--- src/rtl/smb_pkg.sv ---
package smb_pkg;
  localparam int BYTE_W = 8;

  typedef enum logic [3:0] {
    S_IDLE,
    S_ADDR,
    S_AACK_WAIT,
    S_AACK,
    S_WDATA,
    S_DACK_WAIT,
    S_DACK,
    S_WHOLD,
    S_RDATA,
    S_RACK,
    S_RAGAIN,
    S_IGNORE
  } smb_state_t;

  localparam logic [1:0] TGT_CHA   = 2'b00;
  localparam logic [1:0] TGT_CHB   = 2'b01;
  localparam logic [1:0] TGT_ALERT = 2'b10;
endpackage

--- src/rtl/smb_line_sync.sv ---
module smb_line_sync #(
  parameter int STAGES = 2,
  parameter int LINES  = 2
) (
  input  logic             clk,
  input  logic             rst_n,
  input  logic [LINES-1:0] raw,
  output logic [LINES-1:0] now,
  output logic [LINES-1:0] prev
);
  for (genvar g = 0; g < LINES; g++) begin : g_line
    logic [STAGES-1:0] pipe;
    always_ff @(posedge clk or negedge rst_n) begin
      if (!rst_n) pipe <= '1;
      else        pipe <= {pipe[STAGES-2:0], raw[g]};
    end
    assign now[g] = pipe[STAGES-1];
  end

  always_ff @(posedge clk or negedge rst_n) begin
    if (!rst_n) prev <= '1;
    else        prev <= now;
  end
endmodule

--- src/rtl/smb_bus_events.sv ---
module smb_bus_events (
  input  logic scl_s,
  input  logic scl_q,
  input  logic sda_s,
  input  logic sda_q,
  output logic start_det,
  output logic stop_det,
  output logic scl_rise,
  output logic scl_fall
);
  logic scl_held_high;
  assign scl_held_high = scl_s & scl_q;
  assign start_det = scl_held_high & sda_q & ~sda_s;
  assign stop_det  = scl_held_high & ~sda_q & sda_s;
  assign scl_rise  = scl_s & ~scl_q;
  assign scl_fall  = ~scl_s & scl_q;
endmodule

--- src/rtl/smb_addr_decode.sv ---
module smb_addr_decode #(
  parameter logic [6:0] CHAN_BASE  = 7'b1010000,
  parameter logic [6:0] ALERT_ADDR = 7'b0001100
) (
  input  logic       strap,
  input  logic [6:0] addr,
  input  logic       rw,
  output logic       hit,
  output logic [1:0] target,
  output logic [7:0] alert_byte
);
  import smb_pkg::*;
  logic [6:0] chan_a;
  logic       is_cha, is_chb, is_alert;

  assign chan_a   = {CHAN_BASE[6:2], strap, 1'b0};
  assign is_cha   = (addr == chan_a);
  assign is_chb   = (addr == {chan_a[6:1], 1'b1});
  assign is_alert = (addr == ALERT_ADDR);

  assign hit        = is_cha | is_chb | (is_alert & rw);
  assign target     = is_alert ? TGT_ALERT : (is_chb ? TGT_CHB : TGT_CHA);
  assign alert_byte = {chan_a, 1'b0};
endmodule

--- src/rtl/smb_proto_fsm.sv ---
module smb_proto_fsm
  import smb_pkg::*;
#(
  parameter int DW = BYTE_W
) (
  input  logic          clk,
  input  logic          rst_n,
  input  logic          scl_s,
  input  logic          sda_s,
  input  logic          start_det,
  input  logic          stop_det,
  input  logic          scl_rise,
  input  logic          scl_fall,
  input  logic          hit,
  input  logic [1:0]    target_in,
  input  logic [DW-1:0] alert_byte,
  input  logic [DW-1:0] status_in,
  output logic [DW-2:0] dec_addr,
  output logic          dec_rw,
  output logic          sda_oe,
  output logic          wr_valid,
  output logic          wr_chan,
  output logic [DW-1:0] wr_data,
  output logic          rd_strobe,
  output logic [1:0]    rd_target
);
  localparam int CW = $clog2(DW);
  localparam logic [CW-1:0] LAST = CW'(DW - 1);

  smb_state_t    state;
  logic [CW-1:0] cnt;
  logic [DW-1:0] sh;
  logic [DW-1:0] hold;
  logic [DW-1:0] rd_pick;
  logic [DW-1:0] shifted;
  logic [1:0]    tgt;
  logic          is_rd;

  assign shifted  = {sh[DW-2:0], sda_s};
  assign dec_addr = shifted[DW-1:1];
  assign dec_rw   = shifted[0];
  assign rd_pick  = (tgt == TGT_ALERT) ? alert_byte : status_in;

  always_ff @(posedge clk or negedge rst_n) begin
    if (!rst_n) begin
      state     <= S_IDLE;
      cnt       <= '0;
      sh        <= '0;
      hold      <= '0;
      tgt       <= TGT_CHA;
      is_rd     <= 1'b0;
      sda_oe    <= 1'b0;
      wr_valid  <= 1'b0;
      wr_chan   <= 1'b0;
      wr_data   <= '0;
      rd_strobe <= 1'b0;
      rd_target <= TGT_CHA;
    end else begin
      wr_valid  <= 1'b0;
      rd_strobe <= 1'b0;
      if (start_det) begin
        state  <= S_ADDR;
        cnt    <= '0;
        sda_oe <= 1'b0;
      end else if (stop_det) begin
        if (state == S_WHOLD) begin
          wr_valid <= 1'b1;
          wr_chan  <= tgt[0];
          wr_data  <= sh;
        end
        state  <= S_IDLE;
        sda_oe <= 1'b0;
      end else begin
        case (state)
          S_ADDR: if (scl_rise) begin
            sh <= shifted;
            if (cnt == LAST) begin
              if (hit) begin
                state <= S_AACK_WAIT;
                tgt   <= target_in;
                is_rd <= dec_rw;
              end else begin
                state <= S_IGNORE;
              end
            end else begin
              cnt <= cnt + 1'b1;
            end
          end
          S_AACK_WAIT: if (scl_fall) begin
            sda_oe <= 1'b1;
            state  <= S_AACK;
          end
          S_AACK: if (scl_fall) begin
            cnt <= '0;
            if (is_rd) begin
              sh        <= rd_pick;
              hold      <= rd_pick;
              sda_oe    <= ~rd_pick[DW-1];
              rd_strobe <= 1'b1;
              rd_target <= tgt;
              state     <= S_RDATA;
            end else begin
              sda_oe <= 1'b0;
              state  <= S_WDATA;
            end
          end
          S_WDATA: if (scl_rise) begin
            sh <= shifted;
            if (cnt == LAST) state <= S_DACK_WAIT;
            else             cnt   <= cnt + 1'b1;
          end
          S_DACK_WAIT: if (scl_fall) begin
            sda_oe <= 1'b1;
            state  <= S_DACK;
          end
          S_DACK: if (scl_fall) begin
            sda_oe <= 1'b0;
            state  <= S_WHOLD;
          end
          S_RDATA: if (scl_fall) begin
            if (cnt == LAST) begin
              sda_oe <= 1'b0;
              state  <= S_RACK;
            end else begin
              sh     <= {sh[DW-2:0], 1'b0};
              sda_oe <= ~sh[DW-2];
              cnt    <= cnt + 1'b1;
            end
          end
          S_RACK: if (scl_rise) begin
            state <= sda_s ? S_IGNORE : S_RAGAIN;
          end
          S_RAGAIN: if (scl_fall) begin
            sh     <= hold;
            sda_oe <= ~hold[DW-1];
            cnt    <= '0;
            state  <= S_RDATA;
          end
          S_IDLE, S_WHOLD, S_IGNORE: ;
          default: state <= S_IDLE;
        endcase
      end
    end
  end

  // the data line driver moves only while the clock line is low
  p_oe_scl_low_r10: assert property (@(posedge clk) disable iff (!rst_n)
    !$stable(sda_oe) |-> !scl_s);

  // a committed write always follows a detected stop
  p_wr_after_stop_r5: assert property (@(posedge clk) disable iff (!rst_n)
    wr_valid |-> $past(stop_det));

  // the write strobe lasts a single cycle
  p_wr_pulse_r5: assert property (@(posedge clk) disable iff (!rst_n)
    wr_valid |=> !wr_valid);

  // the slave keeps off the bus while ignoring traffic
  p_ignore_quiet_r4: assert property (@(posedge clk) disable iff (!rst_n)
    (state == S_IGNORE) |-> !sda_oe);

  // a read capture happens on an SCL falling edge
  p_rd_on_fall_r8: assert property (@(posedge clk) disable iff (!rst_n)
    rd_strobe |-> $past(scl_fall));
endmodule

--- src/rtl/smb_slave_engine.sv ---
module smb_slave_engine
  import smb_pkg::*;
#(
  parameter logic [6:0] CHAN_BASE   = 7'b1010000,
  parameter logic [6:0] ALERT_ADDR  = 7'b0001100,
  parameter int         SYNC_STAGES = 2
) (
  input  logic             clk,
  input  logic             rst_n,
  input  logic             scl_in,
  input  logic             sda_in,
  input  logic             addr_strap,
  input  logic [BYTE_W-1:0] status_in,
  output logic             sda_oe,
  output logic             wr_valid,
  output logic             wr_chan,
  output logic [BYTE_W-1:0] wr_data,
  output logic             rd_strobe,
  output logic [1:0]       rd_target
);
  logic [1:0] line_now, line_prev;
  logic start_det, stop_det, scl_rise, scl_fall;
  logic hit;
  logic [1:0] target;
  logic [BYTE_W-1:0] alert_byte;
  logic [BYTE_W-2:0] dec_addr;
  logic dec_rw;

  smb_line_sync #(.STAGES(SYNC_STAGES), .LINES(2)) u_sync (
    .clk  (clk),
    .rst_n(rst_n),
    .raw  ({sda_in, scl_in}),
    .now  (line_now),
    .prev (line_prev)
  );

  smb_bus_events u_events (
    .scl_s    (line_now[0]),
    .scl_q    (line_prev[0]),
    .sda_s    (line_now[1]),
    .sda_q    (line_prev[1]),
    .start_det(start_det),
    .stop_det (stop_det),
    .scl_rise (scl_rise),
    .scl_fall (scl_fall)
  );

  smb_addr_decode #(.CHAN_BASE(CHAN_BASE), .ALERT_ADDR(ALERT_ADDR)) u_decode (
    .strap     (addr_strap),
    .addr      (dec_addr),
    .rw        (dec_rw),
    .hit       (hit),
    .target    (target),
    .alert_byte(alert_byte)
  );

  smb_proto_fsm #(.DW(BYTE_W)) u_fsm (
    .clk       (clk),
    .rst_n     (rst_n),
    .scl_s     (line_now[0]),
    .sda_s     (line_now[1]),
    .start_det (start_det),
    .stop_det  (stop_det),
    .scl_rise  (scl_rise),
    .scl_fall  (scl_fall),
    .hit       (hit),
    .target_in (target),
    .alert_byte(alert_byte),
    .status_in (status_in),
    .dec_addr  (dec_addr),
    .dec_rw    (dec_rw),
    .sda_oe    (sda_oe),
    .wr_valid  (wr_valid),
    .wr_chan   (wr_chan),
    .wr_data   (wr_data),
    .rd_strobe (rd_strobe),
    .rd_target (rd_target)
  );
endmodule

--- config.mk ---
export PLATFORM = sky130hd
export DESIGN_NAME = smb_slave_engine
export DESIGN_NICKNAME = d
export VERILOG_FILES = /design/src/rtl/smb_pkg.sv /design/src/rtl/smb_line_sync.sv /design/src/rtl/smb_bus_events.sv /design/src/rtl/smb_addr_decode.sv /design/src/rtl/smb_proto_fsm.sv /design/src/rtl/smb_slave_engine.sv
export SDC_FILE = /design/constraint.sdc
export NUM_CORES = 1
export LEC_CHECK = 0
export BUFFER_PORTS_ARGS = -buffer_cell sky130_fd_sc_hd__buf_4
export CAP_MARGIN = 10
export CORE_MARGIN = 2
export CORE_UTILIZATION = 53
export CTS_CLUSTER_DIAMETER = 200
export DETAILED_ROUTE_END_ITERATION = 16
export PLACE_DENSITY_LB_ADDON = 0.3
export SETUP_SLACK_MARGIN = 0.1
export SKIP_LAST_GASP = 1
export SYNTH_ARGS = -nofsm -noshare
export SYNTH_HDL_FRONTEND = slang
export SYNTH_SLANG_ARGS = --single-unit
--- constraint.sdc ---
create_clock -name clk -period 2.15 [get_ports clk]
set_input_delay 0.1075 -clock clk [delete_from_list [all_inputs] [get_ports clk]]
set_output_delay 0.1075 -clock clk [all_outputs]
set_load 0.01 [all_outputs]
==> results_tabular.tex, run 1 <==
\begin{tabular}{lr}
\hline
Metric & Value \\
\hline
\multicolumn{2}{l}{\textbf{Outcome}} \\
\quad Status & finished clean \\
\multicolumn{2}{l}{\textbf{Global routing}} \\
\quad Global route overflow & 0 \\
\quad Initial antenna violation count & 0 \\
\quad Wire length of the first global-routing pass & 10,500 µm \\
\quad Aggregate global-route resource usage & approximately 25\% \\
\quad Pin count of the biggest net entering global routing & 47 \\
\quad Vias in the first global route & around 2,200 \\
\multicolumn{2}{l}{\textbf{Critical path}} \\
\quad Critical-path maximum fanout & 4 \\
\quad Depth of the worst register-to-register path & 8 \\
\quad List of cells traversed by the critical path & ha\_2, ha\_2, or3\_4, a21oi\_2, a21o\_1, o31ai\_4, a22o\_1, a32o\_1 \\
\quad Kind of start point of the critical path & flop \\
\quad Worst setup path class & flop to flop \\
\quad Flop-to-flop setup slack & 100 ps \\
\quad Longest individual stage delay on the worst path & $\sim$410 ps \\
\quad CP Data Arrival Time & 2250 ps \\
\quad Critical-path top delay cell & sky130\_fd\_sc\_hd\_\_dfrtp\_1 \\
\quad Startpoint of the most critical register-to-register path & u\_fsm.cnt[1] \\
\quad R2r endpoint & u\_fsm.state[2] \\
\quad Required time reported for the critical path endpoint & around 2400 ps \\
\quad Cell seen most often among critical-path stages & sky130\_fd\_sc\_hd\_\_ha\_2 \\
\quad Endpoint kind of the worst setup timing path & flop \\
\multicolumn{2}{l}{\textbf{Synthesis}} \\
\quad Cell type with the largest total area after synthesis & sky130\_fd\_sc\_hd\_\_dfrtp\_1 \\
\quad Share of the synthesized area in the top cell type & approximately two fifths \\
\quad Basic-gate share of the synthesized area counting and, or, nand and nor cells & 19.4\% \\
\quad Parity-gate share of the synthesized area counting xor and xnor cells & 1.70\% \\
\quad Post-Synth Adder-Cell Area & 0.969\% \\
\quad Number of synthesized register bits & 46 \\
\quad Synth Cell Area & 2580 µm² \\
\quad Mean area per synthesized cell & between 9 and 10 µm² \\
\quad Count of unique library cells instantiated by Yosys & 49 \\
\quad Synth async-reset ratio & 100\% \\
\quad Mapped Nets & around 300 \\
\quad Synthesized instance count & 280 \\
\quad Number of enable flip-flop cells after synthesis & 0 \\
\quad Complex-gate fraction of the synthesized area & 16.9\% \\
\quad Leading post-synthesis cells by cell area & sky130\_fd\_sc\_hd\_\_dfrtp\_1 (39\%), sky130\_fd\_sc\_hd\_\_mux2i\_1 (6.2\%), sky130\_fd\_sc\_hd\_\_dfstp\_2 (6.1\%) \\
\quad Mux share of post-synthesis cell area & between 10\% and 20\% \\
\quad Fraction of the yosys area taken by sequential cells & 44.9\% \\
\quad Synth Flop Type & sky130\_fd\_sc\_hd\_\_dfrtp\_1 \\
\quad Yosys warns & 0 \\
\quad Largest family of logic cells by synthesized area & simple AND/OR/NAND/NOR gates \\
\multicolumn{2}{l}{\textbf{Timing}} \\
\quad Unrepaired setup endpoints after global routing & true \\
\quad Post-Route Skew & approximately 9.2 ps \\
\quad Final Critical Period & $\sim$2000 ps \\
\quad Max Freq & $\sim$0.49 GHz \\
\quad Setup-violating endpoint count in the final report & 0 \\
\quad Actual slew at the worst max-slew pin & slightly below 600 ps \\
\quad Total Negative Setup Slacks & 0 ps \\
\quad Fin crit share & between 90\% and 100\% \\
\quad Final Hold Vio Count & 0 \\
\quad Max-slew violation count & 0 \\
\quad Worst hold margin & 87.7 ps \\
\quad Relative slew margins & 60.4\% \\
\multicolumn{2}{l}{\textbf{Final layout}} \\
\quad Antenna diodes & 0 \\
\quad Top library cells by usage in the layout, fill and taps aside & sky130\_fd\_sc\_hd\_\_buf\_4 (52), sky130\_fd\_sc\_hd\_\_nand2\_1 (37), sky130\_fd\_sc\_hd\_\_dfrtp\_1 (37) \\
\quad Number of nets in the final layout & about 340 \\
\quad Share of layout cells above drive strength 1 & between 20\% and 30\% \\
\quad Area growth from synthesis to layout & 22.5\% \\
\quad Most common cell after layout, fill and taps aside & sky130\_fd\_sc\_hd\_\_buf\_4 \\
\multicolumn{2}{l}{\textbf{Routing}} \\
\quad Via count & about 2,300 \\
\quad Antenna-violating nets left & 0 \\
\quad 1st-pass router iterations & 5 \\
\quad Final wirelength & 6370 µm \\
\quad DRC marker count from the first detailed-route iteration & 183 \\
\quad Via density & 5.72 \\
\quad DRC Markers & 0 \\
\quad Final routed wire length divided by cell count & 16.2 µm \\
\multicolumn{2}{l}{\textbf{Job}} \\
\quad Maxcap violations & 0 \\
\multicolumn{2}{l}{\textbf{Clocking}} \\
\quad Maximum count of clock buffers along a single path & 2 \\
\quad Clock Sink Count & 46 \\
\quad Clock latency reported for the late side of the worst-skew pair & just over 300 ps \\
\quad TritonCTS clock tree & built \\
\quad CTS buffer count & 5 \\
\quad CTS Root Cell & sky130\_fd\_sc\_hd\_\_clkbuf\_8 \\
\quad Clock slew at the register clock pins of the worst setup and hold paths & 90 ps \\
\quad Count of H-tree levels built during CTS & 2 \\
\multicolumn{2}{l}{\textbf{Hold path}} \\
\quad Capture endpoint of the worst hold path & u\_fsm.hold[1] \\
\quad Path type of the worst min-delay path & primary input to flop \\
\quad Worst Hold Depth & 3 \\
\quad Startpoint of the lowest-slack hold path & status\_in[1] \\
\multicolumn{2}{l}{\textbf{Floorplanning}} \\
\quad CORE AREA & 4720 µm² \\
\quad Number of top-level pins & 27 \\
\quad Starting Density & 54.6\% \\
\quad Row Count & 25 \\
\quad DIE HEIGHT & 73.8 µm \\
\quad Total die area & 5440 µm² \\
\quad Die outline width & between 70 and 80 µm \\
\multicolumn{2}{l}{\textbf{Placement}} \\
\quad Gp weighted congestion & 0.960 \\
\quad Final HPWL from detailed placement & between 4000 and 5000 µm \\
\quad Number of I/O port buffers & 26 \\
\multicolumn{2}{l}{\textbf{Power}} \\
\quad Leakage dissipation & 0.00149 µW \\
\quad Power per Cell Area & around 1400 nW/µm² \\
\quad Maximum resistive drop on vdd & roughly 0.56 mV \\
\hline
\end{tabular}
## logic make-up after synthesis
family          count (synthesis)
fa+ha+maj                       2
buf+inv                        30
xor+xnor                        5
compound gates                 70
mux                            26
simple gates                  101
flops                          46
## worst max-delay path, delay by kind of cell, from the launching register on
| family | cells | cell delay (ps) |
|---|---|---|
| fa+ha+maj | 2 | 350 |
| flops | 1 | 410 |
| compound gates | 5 | 850 |
| simple gates | 1 | 340 |
## registers in the layout, indices dropped and copies added (netlist names), 2 cells and up
name                count
u_fsm.state             4
u_fsm.wr_data           8
u_fsm.tgt               2
u_fsm.rd_target         2
u_fsm.cnt               3
u_fsm.hold              8
u_sync.g_line.pipe      4
u_fsm.sh                8
u_sync.prev             2
## area by class of cell
type / count / area, µm²
fill: 368 / 1560
multi-input combinational: 204 / 1340
sequential: 46 / 1160
timing repair buffer: 55 / 420
tap: 67 / 83.8
clock buffer: 5 / 68.8
inverter: 14 / 52.6
clock inverter: 3 / 40.0
## synthesized netlist by cell type, types with 2 or more instances
library cell               instances
sky130_fd_sc_hd__nor2_1           21
sky130_fd_sc_hd__nor4_1            3
sky130_fd_sc_hd__nand2b_1          6
sky130_fd_sc_hd__clkbuf_1          4
sky130_fd_sc_hd__nor2b_1           5
sky130_fd_sc_hd__o211ai_1          2
sky130_fd_sc_hd__a211oi_1          2
sky130_fd_sc_hd__o22ai_1           7
sky130_fd_sc_hd__a32oi_1           2
sky130_fd_sc_hd__xor2_1            2
sky130_fd_sc_hd__buf_4             2
sky130_fd_sc_hd__nand3_1           4
sky130_fd_sc_hd__a21o_1            2
sky130_fd_sc_hd__and3_1            2
sky130_fd_sc_hd__nand2_1          38
sky130_fd_sc_hd__o21ai_0          21
sky130_fd_sc_hd__dfstp_2           6
sky130_fd_sc_hd__nor3_1            8
sky130_fd_sc_hd__nor4b_1           2
sky130_fd_sc_hd__mux2_2            9
sky130_fd_sc_hd__ha_1              2
sky130_fd_sc_hd__mux2i_1          16
sky130_fd_sc_hd__xnor2_1           3
sky130_fd_sc_hd__a21oi_1          21
sky130_fd_sc_hd__buf_2             9
sky130_fd_sc_hd__a32o_1            3
sky130_fd_sc_hd__nor3b_1           2
sky130_fd_sc_hd__dfrtp_1          40
sky130_fd_sc_hd__and2_1            2
sky130_fd_sc_hd__or3_1             2
sky130_fd_sc_hd__inv_1            14
## how the worst max path moves through the flow
stage	startpoint	endpoint	slack, ps
after floorplan	u_fsm.cnt[0]	u_fsm.state[2]	150
after global placement	u_fsm.state[2]	u_fsm.state[2]	120
after detailed placement	u_fsm.cnt[0]	u_fsm.state[2]	120
after CTS	u_fsm.state[1]	u_fsm.sh[1]	100
after global routing	u_fsm.state[1]	u_fsm.state[2]	40
final	u_fsm.cnt[1]	u_fsm.state[2]	100
## repair_timing
action,4_1_cts,5_1_grt
pin swaps,0,3
gates resized for setup,0,16
buffers inserted,2,2
setup endpoints to repair,1,14
hold endpoints to repair,42,0
hold buffers,3,0
## per-stage QoR
step                cell area, µm²  std cells  util [%]  total power, µW  setup slack, ps
finish                        3160        394      67.0             4360              104
global route                  3160        394      67.0             4680             39.8
CTS                           3090        392      65.5             4190              103
detailed placement            2940        379      62.2             3470              116
global placement              2940        379      62.2             3440              119
floorplan                     2580        280         -             2840              152
## where the power goes
part,total [µW],internal [µW],switching [µW]
logic,2370,1100,1270
clock network,652,343,310
registers,1330,1070,260
total,4360,2510,1840
## metal layers
layer	vias to the layer above	global-route usage [%]	share of wire, %
li1	1085	-	-
met1	1075	36.7	46
met2	78	36.8	46
met3	14	5.62	6.2
met4	0	10.3	2.6
met5	-	0	0
No activity file was read; power rests on OpenSTA's default activity.
==> inputs of run 2 (changes only) <==
--- a/config.mk
+++ b/config.mk
@@ -8,7 +8,7 @@
 export BUFFER_PORTS_ARGS = -buffer_cell sky130_fd_sc_hd__buf_4
 export CAP_MARGIN = 10
 export CORE_MARGIN = 2
-export CORE_UTILIZATION = 53
+export CORE_UTILIZATION = 54
 export CTS_CLUSTER_DIAMETER = 200
 export DETAILED_ROUTE_END_ITERATION = 16
 export PLACE_DENSITY_LB_ADDON = 0.3
==> constraint.sdc (replaced) <==
create_clock -name clk -period 1.9 [get_ports clk]
set_input_delay 0.095 -clock clk [delete_from_list [all_inputs] [get_ports clk]]
set_output_delay 0.095 -clock clk [all_outputs]
set_load 0.01 [all_outputs]
==> results_tabular.tex, run 2 (synthesis results as in run 1) <==
\begin{tabular}{lr}
\hline
Metric & Value \\
\hline
\multicolumn{2}{l}{\textbf{Global routing}} \\
\quad Pin count of the biggest net entering global routing & 47 (unchanged) \\
\quad Global route overflow & 0 (unchanged) \\
\quad Vias in the first global route & 2,097 (-3.4\%) \\
\quad Wire length of the first global-routing pass & 10,100 µm (-4.0\%) \\
\quad Initial antenna violation count & 0 (unchanged) \\
\quad Aggregate global-route resource usage & 24.6\% (-0.78 points) \\
\multicolumn{2}{l}{\textbf{Floorplanning}} \\
\quad Number of top-level pins & 27 (unchanged) \\
\quad Starting Density & 55.4\% (+0.73 points) \\
\quad Die outline width & 73.1 µm (-0.88\%) \\
\quad DIE HEIGHT & 73.1 µm (-0.88\%) \\
\quad Row Count & 25 (unchanged) \\
\quad Total die area & 5350 µm² (-1.8\%) \\
\quad CORE AREA & 4660 µm² (-1.3\%) \\
\multicolumn{2}{l}{\textbf{Clocking}} \\
\quad Clock slew at the register clock pins of the worst setup and hold paths & 90 ps (about the same) \\
\quad TritonCTS clock tree & built \\
\quad Maximum count of clock buffers along a single path & 2 (unchanged) \\
\quad Clock Sink Count & 46 (unchanged) \\
\quad CTS buffer count & 5 (unchanged) \\
\quad Clock latency reported for the late side of the worst-skew pair & 300 ps (about the same) \\
\quad CTS Root Cell & sky130\_fd\_sc\_hd\_\_clkbuf\_8 \\
\quad Count of H-tree levels built during CTS & 2 (unchanged) \\
\multicolumn{2}{l}{\textbf{Routing}} \\
\quad Final wirelength & 6240 µm (-2.0\%) \\
\quad Antenna-violating nets left & 0 (unchanged) \\
\quad Final routed wire length divided by cell count & 15.9 µm (-1.5\%) \\
\quad DRC Markers & 0 (unchanged) \\
\quad Via density & 5.86 (+2.5\%) \\
\quad Via count & 2,296 (+2.0\%) \\
\quad 1st-pass router iterations & 6 (+1) \\
\quad DRC marker count from the first detailed-route iteration & 168 (-8.2\%) \\
\multicolumn{2}{l}{\textbf{Timing}} \\
\quad Unrepaired setup endpoints after global routing & true \\
\quad Max-slew violation count & 0 (unchanged) \\
\quad Relative slew margins & 61.3\% (+0.98 points) \\
\quad Setup-violating endpoint count in the final report & 2 (+2) \\
\quad Post-Route Skew & 6.15 ps (-3.01 ps) \\
\quad Actual slew at the worst max-slew pin & 580 ps (-14.7 ps) \\
\quad Fin crit share & 101\% (+6.0 points) \\
\quad Max Freq & 0.520 GHz (+6.4\%) \\
\quad Final Hold Vio Count & 0 (unchanged) \\
\quad PnR worst setup slack & -22.4 ps (-127 ps) \\
\quad Final Critical Period & 1920 ps (-123 ps) \\
\multicolumn{2}{l}{\textbf{Final layout}} \\
\quad Area growth from synthesis to layout & 26.3\% \\
\quad Number of nets in the final layout & 352 (+3.2\%) \\
\quad Share of layout cells above drive strength 1 & 30.5\% (+1.7 points) \\
\quad Register Area & 1160 µm² (-0.32\%) \\
\quad Final Cell Area & 3260 µm² (+3.1\%) \\
\quad Multi-input gate area in the final layout & 1360 µm² (+1.5\%) \\
\quad Most common cell after layout, fill and taps aside & sky130\_fd\_sc\_hd\_\_buf\_4 \\
\quad Utilization of the core after routing & 70.0\% (+3.0 points) \\
\quad Antenna diodes & 0 (unchanged) \\
\quad Largest registers & u\_fsm.hold: 8 flops, u\_fsm.sh: 8 flops, u\_fsm.wr\_data: 8 flops \\
\quad Top library cells by usage in the layout, fill and taps aside & sky130\_fd\_sc\_hd\_\_buf\_4 (60), sky130\_fd\_sc\_hd\_\_dfrtp\_1 (40), sky130\_fd\_sc\_hd\_\_nand2\_1 (37) \\
\quad Number of fillers in the final layout & 358 (-2.7\%) \\
\multicolumn{2}{l}{\textbf{Job}} \\
\quad Maxcap violations & 0 (unchanged) \\
\multicolumn{2}{l}{\textbf{Power}} \\
\quad Switching power of the nets & 2130 µW (+16\%) \\
\quad Proportion of power drawn by combinational gates & 61.0\% (+6.5 points) \\
\quad Reg power frac & 27.3\% (-3.2 points) \\
\quad Maximum resistive drop on vdd & 0.764 mV (+38\%) \\
\quad Clock group share of total power & 11.7\% (-3.3 points) \\
\quad Switching share of power & 41.8\% (-0.48 points) \\
\quad Total chip power & 5090 µW (+17\%) \\
\quad Cell-internal power & 2960 µW (+18\%) \\
\quad Power per Cell Area & 1560 nW/µm² (+13\%) \\
\quad Leakage dissipation & 0.00155 µW (+3.8\%) \\
\multicolumn{2}{l}{\textbf{Critical path}} \\
\quad Depth of the worst register-to-register path & 9 (+1) \\
\quad CP Data Arrival Time & 2110 ps (-140 ps) \\
\quad Worst setup path class & flop to flop \\
\quad Launching instance or port of the critical path & u\_fsm.state[3] \\
\quad Critical-path maximum fanout & 6 (+2) \\
\quad Kind of start point of the critical path & flop \\
\quad Endpoint kind of the worst setup timing path & flop \\
\quad Required time reported for the critical path endpoint & 2080 ps (-270 ps) \\
\quad Flop-to-flop setup slack & -20 ps (-130 ps) \\
\quad Startpoint of the most critical register-to-register path & u\_fsm.state[3] \\
\quad R2r endpoint & u\_fsm.state[1] \\
\multicolumn{2}{l}{\textbf{Placement}} \\
\quad Number of I/O port buffers & 26 (unchanged) \\
\quad Post-placement cell area & 3070 µm² (+4.6\%) \\
\quad Gp weighted congestion & 0.912 (-5.0\%) \\
\quad Worst slack at placement & -60.3 ps (-176 ps) \\
\quad Final HPWL from detailed placement & 4390 µm (+0.26\%) \\
\multicolumn{2}{l}{\textbf{Hold path}} \\
\quad Path type of the worst min-delay path & primary input to flop \\
\quad Worst Hold Depth & 3 (unchanged) \\
\quad Startpoint of the lowest-slack hold path & status\_in[4] \\
\quad Capture endpoint of the worst hold path & u\_fsm.hold[4] \\
\multicolumn{2}{l}{\textbf{Outcome}} \\
\quad Violations in the final reports & setup timing \\
\quad Status & finished, violations left \\
\hline
\end{tabular}
-- run 2: what timing repair did --
action | in CTS | in global routing
resized for setup | 7 | 10
pin swaps | 5 | 3
buffers inserted | 1 | 1
hold buffers | 3 | 0
hold endpoints to repair | 42 | 0
gates cloned | 0 | 0
endpoints found under the setup margin | 16 | 23
-- run 2: layer usage --
metal / track usage, % / vias up / wire length, µm
met5: 0 / - / 0
li1: - / 1113 / -
met4: 7.82 / 0 / 64
met1: 35.3 / 1098 / 2860
met2: 37.8 / 79 / 2920
met3: 4.42 / 6 / 386
-- run 2: worst max path at each step --
stage | end | slack [ps] | depth (start not counted)
after floorplan | u_fsm.state[2] | -40 | 8
after global placement | u_fsm.state[2] | -30 | 8
after detailed placement | u_fsm.state[2] | -60 | 8
after CTS | u_fsm.state[2] | -30 | 8
after global routing | u_fsm.cnt[0] | -110 | 8
final | u_fsm.state[1] | -20 | 9
-- run 2: power groups by stage --
stage               Combinational, µW  Clock, µW  Sequential (µW)
floorplan                        1850          0             1390
global placement                 2780          0             1400
detailed placement               2820          0             1400
CTS                              2950        607             1390
global route                     3390        642             1420
finish                           3110        595             1390
-- run 2: worst max-delay path, cell delays in order (launching register included) --
cell and delay, ps:
sky130_fd_sc_hd__dfrtp_1 460, sky130_fd_sc_hd__buf_4 200, sky130_fd_sc_hd__xnor2_1 190, sky130_fd_sc_hd__a21oi_2 50
sky130_fd_sc_hd__a21o_1 170, sky130_fd_sc_hd__buf_4 130, sky130_fd_sc_hd__buf_4 130, sky130_fd_sc_hd__o31a_1 260
sky130_fd_sc_hd__a32oi_1 150, sky130_fd_sc_hd__nand2_1 70
-- run 2: cell type report --
type	count	area share, %
Multi-Input combinational cell	204	41.6
Sequential cell	46	35.5
Timing Repair Buffer	66	16.6
Clock buffer	6	2.23
Tap cell	54	2.07
Inverter	14	1.61
Clock inverter	2	0.422
-- run 2: metrics by stage --
| step | TNS [ps] | instances | hold WS, ps |
|---|---|---|---|
| finish | -42.3 | 392 | 61.5 |
| global route | -384 | 392 | 61.6 |
| floorplan | -36.8 | 280 | -201 |
| global placement | -30.0 | 379 | 134 |
| detailed placement | -60.3 | 379 | 132 |
| CTS | -28.6 | 391 | 61.0 |
